--- src/rtl/pario_pkg.sv ---
// Shared constants and types for the parallel port register core.
// Assumes the bus and every port are one byte wide.
package pario_pkg;
    localparam int PORT_W    = 8;
    localparam int NIB_W     = PORT_W / 2;
    localparam int BIT_IDX_W = $clog2(PORT_W);
    localparam int NUM_PORTS = 3;

    localparam int PORT_A = 0;
    localparam int PORT_B = 1;
    localparam int PORT_C = 2;

    // Register address map; the decode depends on these values.
    typedef enum logic [1:0] {
        REG_PA  = 2'b00,
        REG_PB  = 2'b01,
        REG_PC  = 2'b10,
        REG_CTL = 2'b11
    } reg_sel_e;

    // Direction flags, 1 = input.
    typedef struct packed {
        logic a_in;
        logic b_in;
        logic cu_in;
        logic cl_in;
    } dir_t;

    localparam dir_t DIR_RESET = '{a_in: 1'b1, b_in: 1'b1, cu_in: 1'b1, cl_in: 1'b1};
endpackage

--- src/rtl/pario_ctrl.sv ---
// Control word decoder and direction register.
// Splits a control write into a basic-mode direction load or a port C bit
// command, and drops mode bytes that ask for unsupported modes.
// Assumes ctl_wr is a one-cycle qualified write to the control address.
module pario_ctrl
    import pario_pkg::*;
(
    input  logic                 clk,
    input  logic                 rst_n,
    input  logic                 ctl_wr,
    input  logic [PORT_W-1:0]    wdata,
    output dir_t                 dir,
    output logic                 mode_load,
    output logic                 bsr_load,
    output logic [BIT_IDX_W-1:0] bsr_idx,
    output logic                 bsr_val
);
    logic is_mode_byte;
    logic mode_supported;
    logic chk_armed;

    // Classify the control byte.
    always_comb begin
        is_mode_byte   = wdata[7];
        mode_supported = ~wdata[6] & ~wdata[5] & ~wdata[2];
        mode_load      = ctl_wr & is_mode_byte & mode_supported;
        bsr_load       = ctl_wr & ~is_mode_byte;
        bsr_idx        = wdata[BIT_IDX_W:1];
        bsr_val        = wdata[0];
    end

    // Direction register, loaded only by an accepted mode byte.
    always_ff @(posedge clk) begin
        if (!rst_n) begin
            dir <= DIR_RESET;
        end else if (mode_load) begin
            dir.a_in  <= wdata[4];
            dir.b_in  <= wdata[1];
            dir.cu_in <= wdata[3];
            dir.cl_in <= wdata[0];
        end
    end

    // Arms the checks one cycle after reset is released.
    always_ff @(posedge clk) begin
        if (!rst_n) chk_armed <= 1'b0;
        else        chk_armed <= 1'b1;
    end

    // directions change only after an accepted mode write.
    a_r3_dir_only_on_mode: assert property (@(posedge clk) disable iff (!rst_n)
        (chk_armed && !$past(mode_load)) |-> $stable(dir))
        else $error("direction changed without a mode write");

    // a reserved mode byte leaves directions alone.
    a_r6_reserved_mode_dropped: assert property (@(posedge clk) disable iff (!rst_n)
        (chk_armed && $past(ctl_wr && wdata[7] && (wdata[6] || wdata[5] || wdata[2])))
        |-> $stable(dir))
        else $error("reserved mode byte altered directions");
endmodule

--- src/rtl/pario_latch.sv ---
// One output latch of a port.
// Priority: clear, then byte write, then single-bit command. The bit path
// exists only when HAS_BIT is set; otherwise bit_* inputs are unused.
module pario_latch #(
    parameter int W       = 8,
    parameter bit HAS_BIT = 1'b0,
    localparam int IDX_W  = $clog2(W)
) (
    input  logic             clk,
    input  logic             rst_n,
    input  logic             clr,
    input  logic             wr_en,
    input  logic [W-1:0]     wdata,
    input  logic             bit_en,
    input  logic [IDX_W-1:0] bit_idx,
    input  logic             bit_val,
    output logic [W-1:0]     q
);
    logic [W-1:0] bit_next;
    logic         bit_go;
    logic         chk_armed;

    // Single-bit update path, present only when requested.
    generate
        if (HAS_BIT) begin : g_bit
            always_comb begin
                bit_next          = q;
                bit_next[bit_idx] = bit_val;
                bit_go            = bit_en;
            end
        end else begin : g_nobit
            always_comb begin
                bit_next = q;
                bit_go   = 1'b0;
            end
        end
    endgenerate

    // Latch register with its update priority.
    always_ff @(posedge clk) begin
        if (!rst_n)      q <= '0;
        else if (clr)    q <= '0;
        else if (wr_en)  q <= wdata;
        else if (bit_go) q <= bit_next;
    end

    // Arms the checks one cycle after reset is released.
    always_ff @(posedge clk) begin
        if (!rst_n) chk_armed <= 1'b0;
        else        chk_armed <= 1'b1;
    end

    // a clear request leaves the latch at zero.
    a_r4_clear_zeroes: assert property (@(posedge clk) disable iff (!rst_n)
        (chk_armed && $past(clr)) |-> (q == '0))
        else $error("latch not cleared");

    // a bit command flips at most one latch bit.
    a_r5_one_bit_only: assert property (@(posedge clk) disable iff (!rst_n)
        (chk_armed && $past(bit_en && !clr && !wr_en)) |-> ($countones(q ^ $past(q)) <= 1))
        else $error("bit command touched more than one bit");

    // with no request at all the latch holds.
    a_r9_idle_holds: assert property (@(posedge clk) disable iff (!rst_n)
        (chk_armed && $past(!clr && !wr_en && !bit_en)) |-> $stable(q))
        else $error("latch changed without a request");
endmodule

--- src/rtl/pario_rdmux.sv ---
// Read-data selector: per port (per nibble for port C) chooses the live pins
// for inputs or the latch for outputs. Purely combinational.
module pario_rdmux
    import pario_pkg::*;
(
    input  logic              rd_en,
    input  logic [1:0]        addr,
    input  dir_t              dir,
    input  logic [PORT_W-1:0] a_lat,
    input  logic [PORT_W-1:0] b_lat,
    input  logic [PORT_W-1:0] c_lat,
    input  logic [PORT_W-1:0] a_pin,
    input  logic [PORT_W-1:0] b_pin,
    input  logic [PORT_W-1:0] c_pin,
    output logic [PORT_W-1:0] rdata
);
    logic [PORT_W-1:0] a_view;
    logic [PORT_W-1:0] b_view;
    logic [PORT_W-1:0] c_view;

    // Build the view of each port as the processor sees it.
    always_comb begin
        a_view = dir.a_in ? a_pin : a_lat;
        b_view = dir.b_in ? b_pin : b_lat;
        c_view[PORT_W-1:NIB_W] = dir.cu_in ? c_pin[PORT_W-1:NIB_W] : c_lat[PORT_W-1:NIB_W];
        c_view[NIB_W-1:0]      = dir.cl_in ? c_pin[NIB_W-1:0]      : c_lat[NIB_W-1:0];
    end

    // Select by address; idle and control reads return zero.
    always_comb begin
        rdata = '0;
        if (rd_en) begin
            case (reg_sel_e'(addr))
                REG_PA:  rdata = a_view;
                REG_PB:  rdata = b_view;
                REG_PC:  rdata = c_view;
                default: rdata = '0;
            endcase
        end
    end
endmodule

--- src/rtl/pario_core.sv ---
// Top of the parallel port register core.
// Decodes bus writes into latch loads and control commands, drives output
// latches and tri-state enables, and returns read data. Assumes a write
// strobe lasts one clock per transfer.
module pario_core
    import pario_pkg::*;
(
    input  logic        clk,
    input  logic        rst_n,
    input  logic        bus_sel,
    input  logic        bus_rd,
    input  logic        bus_wr,
    input  logic [1:0]  bus_addr,
    input  logic [7:0]  bus_wdata,
    output logic [7:0]  bus_rdata,
    input  logic [7:0]  pa_in,
    output logic [7:0]  pa_out,
    output logic [7:0]  pa_oe,
    input  logic [7:0]  pb_in,
    output logic [7:0]  pb_out,
    output logic [7:0]  pb_oe,
    input  logic [7:0]  pc_in,
    output logic [7:0]  pc_out,
    output logic [7:0]  pc_oe
);
    logic                 wr_hit;
    logic                 rd_hit;
    logic                 ctl_wr;
    logic [NUM_PORTS-1:0] port_wr;
    dir_t                 dir;
    logic                 mode_load;
    logic                 bsr_load;
    logic [BIT_IDX_W-1:0] bsr_idx;
    logic                 bsr_val;
    logic [PORT_W-1:0]    lat_q [NUM_PORTS];

    // Qualify bus strobes and decode the write target.
    always_comb begin
        wr_hit  = bus_sel & bus_wr;
        rd_hit  = bus_sel & bus_rd;
        ctl_wr  = wr_hit & (bus_addr == REG_CTL);
        port_wr = '0;
        port_wr[PORT_A] = wr_hit & (bus_addr == REG_PA);
        port_wr[PORT_B] = wr_hit & (bus_addr == REG_PB);
        port_wr[PORT_C] = wr_hit & (bus_addr == REG_PC);
    end

    pario_ctrl u_ctrl (
        .clk       (clk),
        .rst_n     (rst_n),
        .ctl_wr    (ctl_wr),
        .wdata     (bus_wdata),
        .dir       (dir),
        .mode_load (mode_load),
        .bsr_load  (bsr_load),
        .bsr_idx   (bsr_idx),
        .bsr_val   (bsr_val)
    );

    // One latch per port; only port C accepts single-bit commands.
    generate
        for (genvar p = 0; p < NUM_PORTS; p++) begin : g_port
            pario_latch #(
                .W       (PORT_W),
                .HAS_BIT (p == PORT_C)
            ) u_latch (
                .clk     (clk),
                .rst_n   (rst_n),
                .clr     (mode_load),
                .wr_en   (port_wr[p]),
                .wdata   (bus_wdata),
                .bit_en  (bsr_load && (p == PORT_C)),
                .bit_idx (bsr_idx),
                .bit_val (bsr_val),
                .q       (lat_q[p])
            );
        end
    endgenerate

    // Drive pad data and enables from latches and directions.
    always_comb begin
        pa_out = lat_q[PORT_A];
        pb_out = lat_q[PORT_B];
        pc_out = lat_q[PORT_C];
        pa_oe  = {PORT_W{~dir.a_in}};
        pb_oe  = {PORT_W{~dir.b_in}};
        pc_oe  = {{NIB_W{~dir.cu_in}}, {NIB_W{~dir.cl_in}}};
    end

    pario_rdmux u_rdmux (
        .rd_en (rd_hit),
        .addr  (bus_addr),
        .dir   (dir),
        .a_lat (lat_q[PORT_A]),
        .b_lat (lat_q[PORT_B]),
        .c_lat (lat_q[PORT_C]),
        .a_pin (pa_in),
        .b_pin (pb_in),
        .c_pin (pc_in),
        .rdata (bus_rdata)
    );

    // the control address never reads back data.
    a_r8_ctl_reads_zero: assert property (@(posedge clk) disable iff (!rst_n)
        (bus_sel && bus_rd && bus_addr == 2'b11) |-> (bus_rdata == 8'h00))
        else $error("control read returned data");

    // reading port A while it drives returns what it drives.
    a_r7_out_port_readback: assert property (@(posedge clk) disable iff (!rst_n)
        (bus_sel && bus_rd && bus_addr == 2'b00 && pa_oe == 8'hFF) |-> (bus_rdata == pa_out))
        else $error("output port readback mismatch");

    // a single-bit command leaves ports A and B and the enables unchanged.
    a_r5_bsr_spares_others: assert property (@(posedge clk) disable iff (!rst_n)
        $past(rst_n && bus_sel && bus_wr && bus_addr == 2'b11 && !bus_wdata[7])
        |-> ($stable(pa_out) && $stable(pb_out) && $stable(pc_oe) && $stable(pa_oe)))
        else $error("bit command disturbed other state");
endmodule

--- config.mk ---
export PLATFORM = sky130hd
export DESIGN_NAME = pario_core
export DESIGN_NICKNAME = d
export VERILOG_FILES = /design/src/rtl/pario_pkg.sv /design/src/rtl/pario_ctrl.sv /design/src/rtl/pario_latch.sv /design/src/rtl/pario_rdmux.sv /design/src/rtl/pario_core.sv
export SDC_FILE = /design/constraint.sdc
export NUM_CORES = 1
export LEC_CHECK = 0
export ABC_AREA = 1
export BUFFER_PORTS_ARGS = -buffer_cell sky130_fd_sc_hd__clkbuf_2
export CAP_MARGIN = 20
export CORE_MARGIN = 3
export CORE_UTILIZATION = 47
export DETAILED_ROUTE_END_ITERATION = 10
export PLACE_DENSITY = 0.8
export SLEW_MARGIN = 30
export SYNTH_ARGS = -nofsm -noshare
export SYNTH_HDL_FRONTEND = slang
export SYNTH_SLANG_ARGS = --single-unit
--- constraint.sdc ---
create_clock -name clk -period 1.35 [get_ports clk]
set_input_delay 0.0675 -clock clk [delete_from_list [all_inputs] [get_ports clk]]
set_output_delay 0.0675 -clock clk [all_outputs]
set_load 0.01 [all_outputs]
======== Word-level counts from Yosys, hierarchy flattened ========
Index checks and enable logic that the tools add are counted.
cells by class
  add/sub/neg operators ................... 0
  $mul .................................... 0
  divide/modulo/power cells ............... 0
  order comparisons ....................... 2
  equal/unequal tests ..................... 3
  shift operators ......................... 0
  mux-type cells .......................... 11
  bitwise operators ....................... 20
  reduce and logical (&&, ||, !) cells .... 4
operator list
  kind                                                                                 count
  8-bit two-way mux                                                                    5
  8-bit case mux with 3 select lines                                                   1
  1-bit AND                                                                            11
  1-bit inverter                                                                       9
  8-bit bitwise mux                                                                    1
  4-bit two-way mux                                                                    2
  2-bit equality test, second input constant                                           2
  3-bit by 4-bit < comparator with 1-bit output, second input constant                 1
  1-bit demux with 3-bit select                                                        1
  3-bit by 1-bit greater-or-equal comparator with 1-bit output, second input constant  1
  2-bit by 1-bit equality test with 1-bit output, second input constant                1
  2-bit zero test                                                                      1
  2-bit nonzero test                                                                   1
  2-bit OR reduction                                                                   1
  1-bit logical AND                                                                    1
  1-bit two-way mux                                                                    1
word-level totals
  register bits ........................... 28
  bits in latches ......................... 0
  bits in writable memories ............... 0
  memory bits (read-only) ................. 0
  bits of input ports ..................... 39
  output and inout port bits .............. 56
  memories ................................ 0

======== Logic depth before layout (Yosys ltp) ========
  word-level depth ........................ 7
  depth in mapped cells ................... 8
  gate-level depth less buffers ........... 8

======== Modules after synthesis ========
Synthesis repeated with hierarchy kept, for this count alone.
second synthesis, totals
  cell total of the unflattened synthesis .. 388
  area, all modules ....................... 2,184.6 µm²
by module, submodules not included
  module                               times used  cells each  area each (µm²)  seq. area each (µm²)
  pario_latch (g_port[2].u_latch)      1           108         619.3            160.2
  pario_rdmux                          1           143         580.6            0.0
  pario_latch (g_port[0].u_latch ...)  2           36          282.8            160.2
  pario_core                           1           38          220.2            0.0
  pario_ctrl                           1           27          198.9            80.1

======== Least setup slack after synthesis ========
OpenSTA, ideal clock, no wires.
  path type ............................... register -> output
  from .................................... reg, netlist name u_ctrl.dir[3]
  to ...................................... out bus_rdata[0]
  arrival ................................. 1.202 ns
  data required time ...................... 1.283 ns
  path slack .............................. 0.081 ns
  cell stages (with the launch flop) ...... 7
  path buffers ............................ 1
  cell sequence ........................... dfxtp_1 > clkbuf_2 > clkinv_1 > o211ai_1 > nand3_1 > nand2_1 > inv_1
between the ends
  longest elaborated chain between the ends .. 3
ends and longest elaborated chain
  what                                line               RTL
  8-bit two-way mux                   pario_rdmux.sv:23  a_view = dir.a_in ? a_pin : a_lat;
  8-bit case mux with 3 select lines  pario_rdmux.sv:33  case (reg_sel_e'(addr))
  8-bit two-way mux                   pario_rdmux.sv:32  if (rd_en) begin
  end: declaration                    pario_core.sv:15   output logic [7:0] bus_rdata,
Every way passes these cells.

======== Final worst setup path ========
  from .................................... reg, netlist name u_ctrl.dir[2]
  to ...................................... out bus_rdata[1]
between the ends
  longest elaborated chain between the ends .. 3
ends and longest elaborated chain
  what                                line               RTL
  8-bit two-way mux                   pario_rdmux.sv:24  b_view = dir.b_in ? b_pin : b_lat;
  8-bit case mux with 3 select lines  pario_rdmux.sv:33
  8-bit two-way mux                   pario_rdmux.sv:32
Every way passes these cells.

==> metrics.csv <==
stage,metric,value,unit
outcome,status,finished with violations,
outcome,failing checks,negative setup slack,
pwr,maximum VDD drop,0.000401,V
detailed_routing,Final ANT Viol Nets,0,
worst_setup_path,Buf/Inv on CP,3,
finish,"Net count, final",456,
finish,Util after Layout,64.8,%
synthesis,number of flops mapped to enable cells by yosys,0,
synthesis,top post-synthesis cells by area,"dfxtp_1 (27%), nand2_1 (14%), nand3_1 (9.8%)",
finish,Syn-to-layout area delta,28.2,%
placed_design,IO Port Bufs,94,
worst_setup_path,Worst EP required,1280,ps
cts,Num CTS Buffers,3,
worst_setup_path,critical path's top delay family,flip-flops,
placed_design,dpl cells,457,
sta,post-layout min period,1490,ps
finish,Layout Cells excl Fill,466,
global_routing,number of global-route vias before repair,2188,
synthesis,Yosys top cell area share,26.8,%
sta,setup ws final,-140,ps
synthesis,most common cell in the netlist,nand2_1,
cts,CTS Sinks,28,
detailed_routing,vias per cell,5.33,
floorplanning,num rows,23,
global_routing,overflow left after global routing,0,
detailed_routing,DR vias,2486,
run,MaxCap Viol Count,0,
floorplanning,Initial Util,50.5,%
finish,antenna cells,0,
worst_setup_path,CP cell instances,inv_1 > o21ai_1 > nand3_1 > nand2_1 > inv_1 > clkbuf_2,
global_routing,largest net degree at the start of global routing,25,
sta,WHS,57.6,ps
synthesis,#FFs+latches synth,28,
detailed_routing,routed length per instance,13.7,um
sta,slew margin rel.,79.0,%
synthesis,distinct cell type count after synthesis,25,
synthesis,sequential cell area fraction in the yosys report,26.8,%
worst_setup_path,Crit path largest cell delay,360,ps
synthesis,post-synth net total,368,
placed_design,Post-DP HPWL,4860,um
worst_setup_path,crit path to,bus_rdata[1],
worst_setup_path,Worst Setup End Kind,output pin,
pwr,overall power,0.00178,W
worst_setup_path,crit path from,u_ctrl.dir[2],
sta,final setup vio count,8,
detailed_routing,Pre-Repair DR Iteration Count,5,
detailed_routing,Detailed Route Iter0 Violations,193,
detailed_routing,DRT Wirelength,6380,um
worst_setup_path,Crit Reg-Reg Startpoint,u_ctrl.dir[2],
floorplanning,Die H,72.8,um
worst_hold_path,Hold Crit Class,input port to flop,
synthesis,Mapped Cells,329,
sta,final max-slew violation count,0,
worst_setup_path,Crit Path Max Fanout,9,
pwr,pwr/cell area,664,nW/um2
global_routing,first-pass GRT wire length,10300,um
synthesis,top post-synthesis cells by count,"nand2_1 (78), nand3_1 (41), nor2_1 (41)",
sta,final hold vios,0,
pwr,P_leak,1.48,nW
sta,RSZ-0062 raised after global routing,true,
sta,Final period util,110,%
floorplanning,Core Region,4140,um2
cts,clk root buf,clkbuf_8,
synthesis,Post-synth top flop,dfxtp_1,
worst_setup_path,"Slowest-stage cell, CP",dfxtp_2,
synthesis,post-synthesis instance area,2090,um2
cts,Worst-Skew Late Latency,280,ps
cts,CTS max path bufs,2,
worst_setup_path,RR Endpoint,u_ctrl.dir[2],
placed_design,Post-Place Worst Slack,84.8,ps
floorplanning,Die ar.,5290,um2
worst_setup_path,Worst path depth,6,
worst_setup_path,Reg2Reg Setup Slack,480,ps
sta,achievable clock frequency,671,MHz
floorplanning,io pins,95,
synthesis,Mean Syn Cell Area,6.37,um2
placed_design,GP Congestion,0.971,
finish,layout cell share with drive strength beyond 1,38.7,%
cts,clk slew on worst S/H paths,100,ps
worst_setup_path,Worst EP arrival,1420,ps
cts,CTS tree,yes,
worst_setup_path,most frequent CP cell,inv_1,
detailed_routing,Residual DRC,0,
cts,H-tree levels,1,
cts,hold_buf cts,0,
synthesis,"Async S/R FF share, synth",0,%
synthesis,biggest area consumer among synthesized cells,dfxtp_1,
global_routing,initial antenna violation count,0,
sta,Worst-Margin Slew,314,ps
synthesis,Syn. warnings,0,
worst_setup_path,reg2reg path depth,4,
global_routing,total track usage,24.5,%
worst_setup_path,Critical Path Source Type,flop,
floorplanning,Die X-Extent,72.8,um
worst_setup_path,type of the worst setup path,flop to output pin,
sta,Clock Skew,0,ps
[layout make-up]
class / count / area, um2
fillers: 388 / 1460
inverters: 34 / 138
multi-input cells: 236 / 1220
well taps: 50 / 62.6
clock buffers: 4 / 55.1
flip-flops and latches: 28 / 564
repair buffers: 114 / 644
[cell families after synthesis]
| family | count (synthesis) | share of synthesized area [%] |
|---|---|---|
| AO/OA/AOI/OAI | 50 | 15.9 |
| buffers and inverters | 65 | 16.6 |
| flip-flops | 28 | 26.8 |
| AND/OR/NAND/NOR | 186 | 40.7 |
[per-layer routing]
metal	GRT usage, %	part of all wire (%)	vias up
met4	9.22	2.4	0
met5	0	0	-
met2	41.0	47	128
li1	-	-	1232
met3	2.48	8.8	13
met1	32.6	41	1113
[per-stage QoR]
stage | TNS [ps] | cell area (um2)
after global placement | 0 | 2530
final | -637 | 2690
after CTS | -558 | 2660
after global routing | -1370 | 2690
after floorplan | 0 | 2090
after detailed placement | 0 | 2530
[layout by cell type (no fill, tap or decap)]
cell / count
clkbuf_2: 94
nand2_1: 78
nand3_1: 41
nor2_1: 38
inv_1: 27
dfxtp_1: 25
o211ai_1: 18
buf_4: 16
a21oi_2: 10
or2_4: 8
nand4_1: 8
o21ai_1: 7
a21oi_1: 7
o21ai_0: 6
nor2_2: 4
inv_2: 4
nand2_4: 4
clkbuf_8: 4
nand2_2: 3
buf_6: 3
dfxtp_2: 3
o21ai_2: 2
inv_4: 2
clkinv_4: 1
nor2_4: 1
nor2_8: 1
buf_12: 1
[worst min-delay path by stage]
stage,from,end,cells past startpoint
after floorplan,rst_n,u_ctrl.dir[3],1
after global placement,rst_n,u_ctrl.dir[3],2
after detailed placement,rst_n,u_ctrl.dir[3],2
after CTS,rst_n,u_ctrl.dir[3],2
after global routing,rst_n,u_ctrl.dir[2],2
final,rst_n,u_ctrl.dir[3],2
[sequential cells by signal (all words and copies together), names as in the netlist]
signal,cells
g_port.u_latch.q,24
u_ctrl.dir,4
[timing repair]
action / CTS / global route
resized for setup: 26 / 7
gates cloned: 1 / 1
pin swaps: 7 / 5
buffers inserted: 2 / 1
setup endpoints to repair: 8 / 8
[power breakdown]
group / switching, W / internal, W
Clock: 0.000269 / 0.000262
Combinational: 0.000243 / 0.000151
Sequential: 0.0000138 / 0.000845
Total: 0.000526 / 0.00126
Note: power is estimated with default switching activity, not from simulation.
